File: config.mk
export PLATFORM = sky130hd
export DESIGN_NAME = ind_csr_window
export DESIGN_NICKNAME = d
export VERILOG_FILES = /design/src/rtl/ind_csr_pkg.sv /design/src/rtl/ind_sel_decode.sv /design/src/rtl/ind_access_ctl.sv /design/src/rtl/ind_target_bank.sv /design/src/rtl/ind_csr_window.sv
export SDC_FILE = /design/constraint.sdc
export NUM_CORES = 1
export LEC_CHECK = 0
export BUFFER_PORTS_ARGS = -buffer_cell sky130_fd_sc_hd__buf_2
export CORE_AREA = 2 2 144 146
export CTS_BUF_LIST = sky130_fd_sc_hd__clkbuf_8
export DETAILED_ROUTE_END_ITERATION = 8
export DIE_AREA = 0 0 146 148
export GPL_ROUTABILITY_DRIVEN = 0
export GPL_TIMING_DRIVEN = 0
export PLACE_DENSITY = 0.8
export SYNTH_ARGS = -nofsm -noshare
export SYNTH_HDL_FRONTEND = slang
export SYNTH_SLANG_ARGS = --single-unit
File: constraint.sdc
create_clock -name clk -period 2.6 [get_ports clk]
set_input_delay 0.13 -clock clk [delete_from_list [all_inputs] [get_ports clk]]
set_output_delay 0.13 -clock clk [all_outputs]
set_load 0.02 [all_outputs]
File: src/rtl/ind_csr_pkg.sv
package ind_csr_pkg;

    localparam int SEL_W = 12;
    localparam logic [SEL_W-1:0] CUSTOM_LO = 12'h200;
    localparam logic [SEL_W-1:0] CUSTOM_HI = 12'h2FF;

    typedef enum logic [1:0] {
        PRIV_M   = 2'b00,
        PRIV_HS  = 2'b01,
        PRIV_VS  = 2'b10,
        PRIV_BAD = 2'b11
    } priv_e;

    typedef enum logic [1:0] {
        CSR_SELECT = 2'b00,
        CSR_VSWIN  = 2'b01,
        CSR_SWIN   = 2'b10,
        CSR_BAD    = 2'b11
    } csr_e;

    typedef struct packed {
        logic virt;
        logic illegal;
        logic none;
    } trap_t;

    localparam trap_t TRAP_NONE    = '{virt: 1'b0, illegal: 1'b0, none: 1'b1};
    localparam trap_t TRAP_ILLEGAL = '{virt: 1'b0, illegal: 1'b1, none: 1'b0};
    localparam trap_t TRAP_VIRTUAL = '{virt: 1'b1, illegal: 1'b0, none: 1'b0};

    function automatic logic in_custom(input logic [SEL_W-1:0] s);
        return (s >= CUSTOM_LO) && (s <= CUSTOM_HI);
    endfunction

endpackage

File: src/rtl/ind_sel_decode.sv
module ind_sel_decode
    import ind_csr_pkg::*;
#(
    parameter int NUM_STD  = 4,
    parameter int STD_BASE = 'h030,
    parameter int NUM_CUS  = 2,
    localparam int NT      = NUM_STD + NUM_CUS,
    localparam int IDX_W   = (NT > 1) ? $clog2(NT) : 1
) (
    input  logic [SEL_W-1:0] sel,
    output logic             hit,
    output logic [IDX_W-1:0] idx
);
    always_comb begin
        hit = 1'b0;
        idx = '0;
        for (int i = 0; i < NUM_STD; i++) begin
            if (sel == SEL_W'(STD_BASE + i)) begin
                hit = 1'b1;
                idx = IDX_W'(i);
            end
        end
        if (in_custom(sel)) begin
            for (int j = 0; j < NUM_CUS; j++) begin
                if (sel == CUSTOM_LO + SEL_W'(j)) begin
                    hit = 1'b1;
                    idx = IDX_W'(NUM_STD + j);
                end
            end
        end
    end
endmodule

File: src/rtl/ind_access_ctl.sv
module ind_access_ctl
    import ind_csr_pkg::*;
(
    input  logic [1:0] priv,
    input  logic [1:0] csr,
    input  logic       write,
    input  logic       hit,
    input  logic       accessible,
    input  logic       read_only,
    output trap_t      trap,
    output logic       win_ok
);
    logic is_vs;
    logic resolve;

    assign is_vs = (priv == PRIV_VS);

    always_comb begin
        trap    = TRAP_NONE;
        resolve = 1'b0;
        if (priv == PRIV_BAD || csr == CSR_BAD) begin
            trap = TRAP_ILLEGAL;
        end else begin
            unique case (csr)
                CSR_SELECT: trap = TRAP_NONE;
                CSR_VSWIN: begin
                    if (is_vs) trap = TRAP_VIRTUAL;
                    else       resolve = 1'b1;
                end
                CSR_SWIN: begin
                    if (is_vs) resolve = 1'b1;
                    else       trap = TRAP_ILLEGAL;
                end
                default: trap = TRAP_ILLEGAL;
            endcase
        end
        if (resolve) begin
            if (!hit)                    trap = TRAP_ILLEGAL;
            else if (!accessible)        trap = is_vs ? TRAP_VIRTUAL : TRAP_ILLEGAL;
            else if (write && read_only) trap = TRAP_ILLEGAL;
        end
        win_ok = resolve && trap.none;
    end
endmodule

File: src/rtl/ind_target_bank.sv
module ind_target_bank #(
    parameter int          NT      = 6,
    parameter int          XLEN    = 32,
    parameter logic [NT-1:0] RO_MASK = 6'b000100,
    localparam int         IDX_W   = (NT > 1) ? $clog2(NT) : 1
) (
    input  logic             clk,
    input  logic             rst,
    input  logic             we,
    input  logic [IDX_W-1:0] widx,
    input  logic [XLEN-1:0]  wdata,
    input  logic [IDX_W-1:0] ridx,
    output logic [XLEN-1:0]  rdata
);
    logic [XLEN-1:0] store [NT];

    for (genvar i = 0; i < NT; i++) begin : g_tgt
        if (RO_MASK[i]) begin : g_ro
            assign store[i] = XLEN'(i);
        end else begin : g_rw
            logic [XLEN-1:0] q;
            always_ff @(posedge clk) begin
                if (rst)                                  q <= XLEN'(i);
                else if (we && widx == IDX_W'(i))         q <= wdata;
            end
            assign store[i] = q;
        end
    end

    assign rdata = (int'(ridx) < NT) ? store[ridx] : '0;

    assert_ro_never_written_R8: assert property (@(posedge clk) disable iff (rst)
        we |-> !RO_MASK[widx]);
endmodule

File: src/rtl/ind_csr_window.sv
module ind_csr_window
    import ind_csr_pkg::*;
#(
    parameter int            XLEN     = 32,
    parameter int            NUM_STD  = 4,
    parameter int            STD_BASE = 'h030,
    parameter int            NUM_CUS  = 2,
    parameter logic [5:0]    RO_MASK  = 6'b000100,
    localparam int           NT       = NUM_STD + NUM_CUS,
    localparam int           IDX_W    = (NT > 1) ? $clog2(NT) : 1
) (
    input  logic            clk,
    input  logic            rst,
    input  logic            req_valid,
    input  logic            req_write,
    input  logic [1:0]      req_priv,
    input  logic [1:0]      req_csr,
    input  logic [XLEN-1:0] req_wdata,
    input  logic [XLEN-1:0] req_insn,
    input  logic [NT-1:0]   acc_mask,
    output logic            rsp_valid,
    output logic [XLEN-1:0] rsp_rdata,
    output logic [2:0]      trap_kind,
    output logic [XLEN-1:0] trap_insn
);
    logic [SEL_W-1:0] sel_q;
    logic             hit;
    logic [IDX_W-1:0] idx;
    trap_t            trap;
    logic             win_ok;
    logic             sel_we;
    logic             bank_we;
    logic [XLEN-1:0]  bank_rdata;
    logic [XLEN-1:0]  rd_next;
    logic             ok;
    trap_t            trap_q;

    ind_sel_decode #(.NUM_STD(NUM_STD), .STD_BASE(STD_BASE), .NUM_CUS(NUM_CUS)) u_dec (
        .sel(sel_q), .hit(hit), .idx(idx)
    );

    ind_access_ctl u_ctl (
        .priv(req_priv), .csr(req_csr), .write(req_write),
        .hit(hit), .accessible(acc_mask[idx]), .read_only(RO_MASK[idx]),
        .trap(trap), .win_ok(win_ok)
    );

    assign ok      = req_valid && trap.none;
    assign sel_we  = ok && req_write && (req_csr == CSR_SELECT);
    assign bank_we = ok && req_write && win_ok;

    ind_target_bank #(.NT(NT), .XLEN(XLEN), .RO_MASK(RO_MASK)) u_bank (
        .clk(clk), .rst(rst), .we(bank_we), .widx(idx), .wdata(req_wdata),
        .ridx(idx), .rdata(bank_rdata)
    );

    assign rd_next = (req_csr == CSR_SELECT) ? XLEN'(sel_q) : bank_rdata;

    always_ff @(posedge clk) begin
        if (rst) begin
            sel_q     <= '0;
            rsp_valid <= 1'b0;
            rsp_rdata <= '0;
            trap_q    <= TRAP_NONE;
            trap_insn <= '0;
        end else begin
            if (sel_we) sel_q <= req_wdata[SEL_W-1:0];
            rsp_valid <= ok && !req_write;
            rsp_rdata <= (ok && !req_write) ? rd_next : '0;
            trap_q    <= req_valid ? trap : TRAP_NONE;
            trap_insn <= (req_valid && !trap.none) ? req_insn : '0;
        end
    end

    assign trap_kind = trap_q;

    assert_trap_onehot_R10: assert property (@(posedge clk) disable iff (rst)
        $onehot(trap_kind));

    assert_rdata_quiet_R11: assert property (@(posedge clk) disable iff (rst)
        !rsp_valid |-> rsp_rdata == '0);

    assert_valid_no_trap_R11: assert property (@(posedge clk) disable iff (rst)
        rsp_valid |-> trap_kind == 3'b001);

    assert_trap_keeps_sel_R9: assert property (@(posedge clk) disable iff (rst)
        (req_valid && !trap.none) |=> $stable(sel_q));

    assert_vs_window_in_vs_R7: assert property (@(posedge clk) disable iff (rst)
        (req_valid && req_priv == PRIV_VS && req_csr == CSR_VSWIN) |=> trap_kind == 3'b100);

    assert_reserved_illegal_R3: assert property (@(posedge clk) disable iff (rst)
        (req_valid && !hit &&
         ((req_csr == CSR_VSWIN && (req_priv == PRIV_M || req_priv == PRIV_HS)) ||
          (req_csr == CSR_SWIN && req_priv == PRIV_VS))) |=> trap_kind == 3'b010);

    assert_bad_code_R12: assert property (@(posedge clk) disable iff (rst)
        (req_valid && (req_priv == PRIV_BAD || req_csr == CSR_BAD)) |=> trap_kind == 3'b010);
endmodule

==> key figures <==
Flow run
  • Max Cap Viol: 0

Synth
  • Syn_nets: 1186
  • Sequential share of the synthesized area: 0.495
  • Seq cells post-synth: 240
  • Syn Std Cell Area: 0.00971 sq mm
  • Warnings from Yosys: 0
  • Ys async rst share: 0
  • Synthesized area per cell: 8.77 sq um
  • Gate Count Post-Synth: 1108
  • Yosys top cell area share: 0.495
  • Area contributors post-synth: dfxtp_1, nand2_1, a21oi_1
  • Yosys top cell by area: dfxtp_1
  • Ys flop type: dfxtp_1
  • Synth cell types: 56
  • Post-synth EDFFs: 0

Worst setup path
  • Crit-path most repeated cell: clkbuf_2
  • Max incr delay on CP: 0.58 ns
  • Crit path DAT: 3.31 ns
  • Startpoint Class: flop
  • FF-to-FF Start: sel_q[1]$_SDFFE_PP0P_
  • Slowest CP cell: or4b_4
  • Crit path cell chain: or4b_4 -> clkbuf_2 -> a21boi_1 -> clkbuf_2 -> a21oi_1 -> a211oi_1 -> o22ai_1 -> nor2_1
  • Worst path required time: 3.02 ns
  • CP max FO: 10
  • Critical path class: flop to flop
  • Worst Setup SP: sel_q[1]$_SDFFE_PP0P_
  • Crit. End Element: flop

Floorplanning
  • Total die area: 0.0216 sq mm
  • Initial Util: 0.485
  • Io pins: 146
  • Core Area: 0.0200 sq mm
  • Chip height: 148 um
  • Chip width: 146 um
  • Number of core rows: 52

Pwr
  • Maximum vdd drop: 0.304 mV
  • Total power: 7.81 mW
  • P_leak: 5.37 nW
  • Cell Pwr Density: 584 mW/mm^2

Route
  • Total number of vias: 10300
  • Drt total wl: 35.3 mm
  • DRC viols: 14
  • Antenna violation net count after detailed routing: 0
  • DRT Pass-1 Iters: 9
  • Via density: 6.02
  • DRT iter0 DRCs: 1460
  • Drt wl/cell: 20.7 um

Clocking
  • Max clock buf depth: 3
  • CTS Buf Count: 39
  • Clk pin slew, worst setup/hold paths: 0.07 ns
  • CTS Sinks: 240
  • Clk Latency, worst-skew pair: 0.56 ns
  • Root Buffer: clkbuf_8
  • CTS tree: yes
  • H-tree lvl count: 2

Placement
  • Dpl hpwl: 19.2 mm
  • DP Area: 0.0108 sq mm
  • PortBufs: 145

Layout
  • P&R area growth vs syn: 37.6%
  • Most common cell after layout, fill and taps aside: dfxtp_1
  • Nets: 1485
  • Commonest non-fill, non-tap cells in the layout: dfxtp_1, nand2_1, buf_2
  • Design Area, Final: 0.0134 sq mm
  • Antenna cell count: 0
  • Layout cells sized above 1: 0.268
  • FILL cells: 1450

Global routing
  • Congestion Overflow GR: 0
  • Initial antenna violation count: 0
  • Vias in the first global route: 9659
  • Largest net degree at the start of global routing: 15
  • Global-route wire length before repair: 50.1 mm
  • GRT Resource Usage Total: 0.291

Timing
  • Skew final: 0.0172 ns
  • Slew HR: 0.379
  • Period utilisation layout: 1.11
  • Unrepaired setup endpoints after global routing: true
  • Slew @ Worst Pin: 0.931 ns
  • Pins Over Slew Limit: 0
  • Final setup margin: -0.291 ns
  • Final Hold Viols: 0
  • Final setup viols: 125
  • Fmax: 346 MHz
  • Fin crit period: 2.89 ns

Worst hold path
  • Hold_sp: req_csr[0]
  • Min-Delay Path Class: input pin to flop

Status
  • Failing checks: design-rule violations, negative setup slack
  • Status: finished, violations left
-- worst max-delay path, delay by kind of cell (launching register included) --
family	cells	cell delay (ns)
and+or+nand+nor	2	0.90
AOI/OAI and AO/OA	4	0.85
buffers and inverters	2	0.60
DFF	1	0.41
-- logic make-up after synthesis --
family | count (synthesis) | share of synthesized area
simple gates | 395 | 0.189
mux | 74 | 0.0762
compound gates | 304 | 0.197
buf+inv | 95 | 0.0437
flops | 240 | 0.495
-- routing by layer --
| layer | vias to the layer above | share of wire | track usage | routed length, um |
|---|---|---|---|---|
| li1 | 4466 | - | - | - |
| met1 | 4754 | 0.37 | 0.349 | 13000 |
| met2 | 809 | 0.45 | 0.475 | 16000 |
| met3 | 233 | 0.11 | 0.0688 | 3950 |
| met4 | 0 | 0.067 | 0.181 | 2380 |
| met5 | - | 0 | 0 | 0 |
-- synth_stat cells, drive strengths merged, types with 5 or more instances --
cell and count:
a21boi 33, buf 29, nor2 75, a22oi 16
o22ai 11, or3 5, nand2 239, a221oi 22
clkbuf 64, nor3 22, nor2b 13, o21ai 33
or2 5, a21oi 150, a211oi 11, or4 5
o31ai 10, nand2b 5, dfxtp 240, mux2i 74
-- state kept, by name, indices dropped and copies added, names as in the netlist --
register and cells:
rsp_valid 1, sel_q 12, trap_kind 3, rsp_rdata 32
u_bank.g_tgt.g_rw.q 160, trap_insn 32
-- power by group --
part | internal, mW | total, mW | switching (mW)
logic | 0.206 | 0.513 | 0.307
registers | 3.71 | 3.72 | 0.0128
clock network | 2.00 | 3.57 | 1.57
-- final timing paths --
path | slack (ns) | depth (start not counted) | to
max | -0.29 | 8 | rsp_rdata[0]$_SDFF_PP0_
min | 0.07 | 4 | trap_kind[1]$_SDFF_PP0_
max reg2reg | -0.29 | 8 | rsp_rdata[0]$_SDFF_PP0_
min reg2reg | 0.45 | 2 | u_bank.g_tgt[3].g_rw.q[18]$_SDFFE_PP0P_
-- area by class of cell --
cell class                      instances  area [sq um]  share of cell area
Buffer                                 87           589              0.0441
Sequential cell                       240          4820               0.360
Clock buffer                           49           674              0.0505
Multi-Input combinational cell        773          4850               0.363
Timing Repair Buffer                  264          1920               0.144
Inverter                                2          7.51            0.000562
Clock inverter                         19           165              0.0124
Tap cell                              270           338              0.0253
-- timing repair --
action,CTS,global route
resized for setup,91,84
endpoints found under the setup margin,221,213
hold endpoints to repair,206,0
gates cloned,3,2
hold buffers,69,0
setup buffers,30,16
pin swaps,14,16
-- through the flow --
step	TNS [ns]	worst slack (ns)	util	hold slack, ns	cells
after global placement	-61.90	-0.565	0.538	0.383	1523
after detailed placement	-67.60	-0.630	0.538	0.389	1523
after CTS	-2.47	-0.0915	0.647	0.0669	1688
after floorplan	0	0.128	-	0.251	1108
final	-5.47	-0.291	0.667	0.0676	1704
after global routing	-6.14	-0.269	0.667	0.0893	1704
Note: power is estimated with default switching activity, not from simulation.
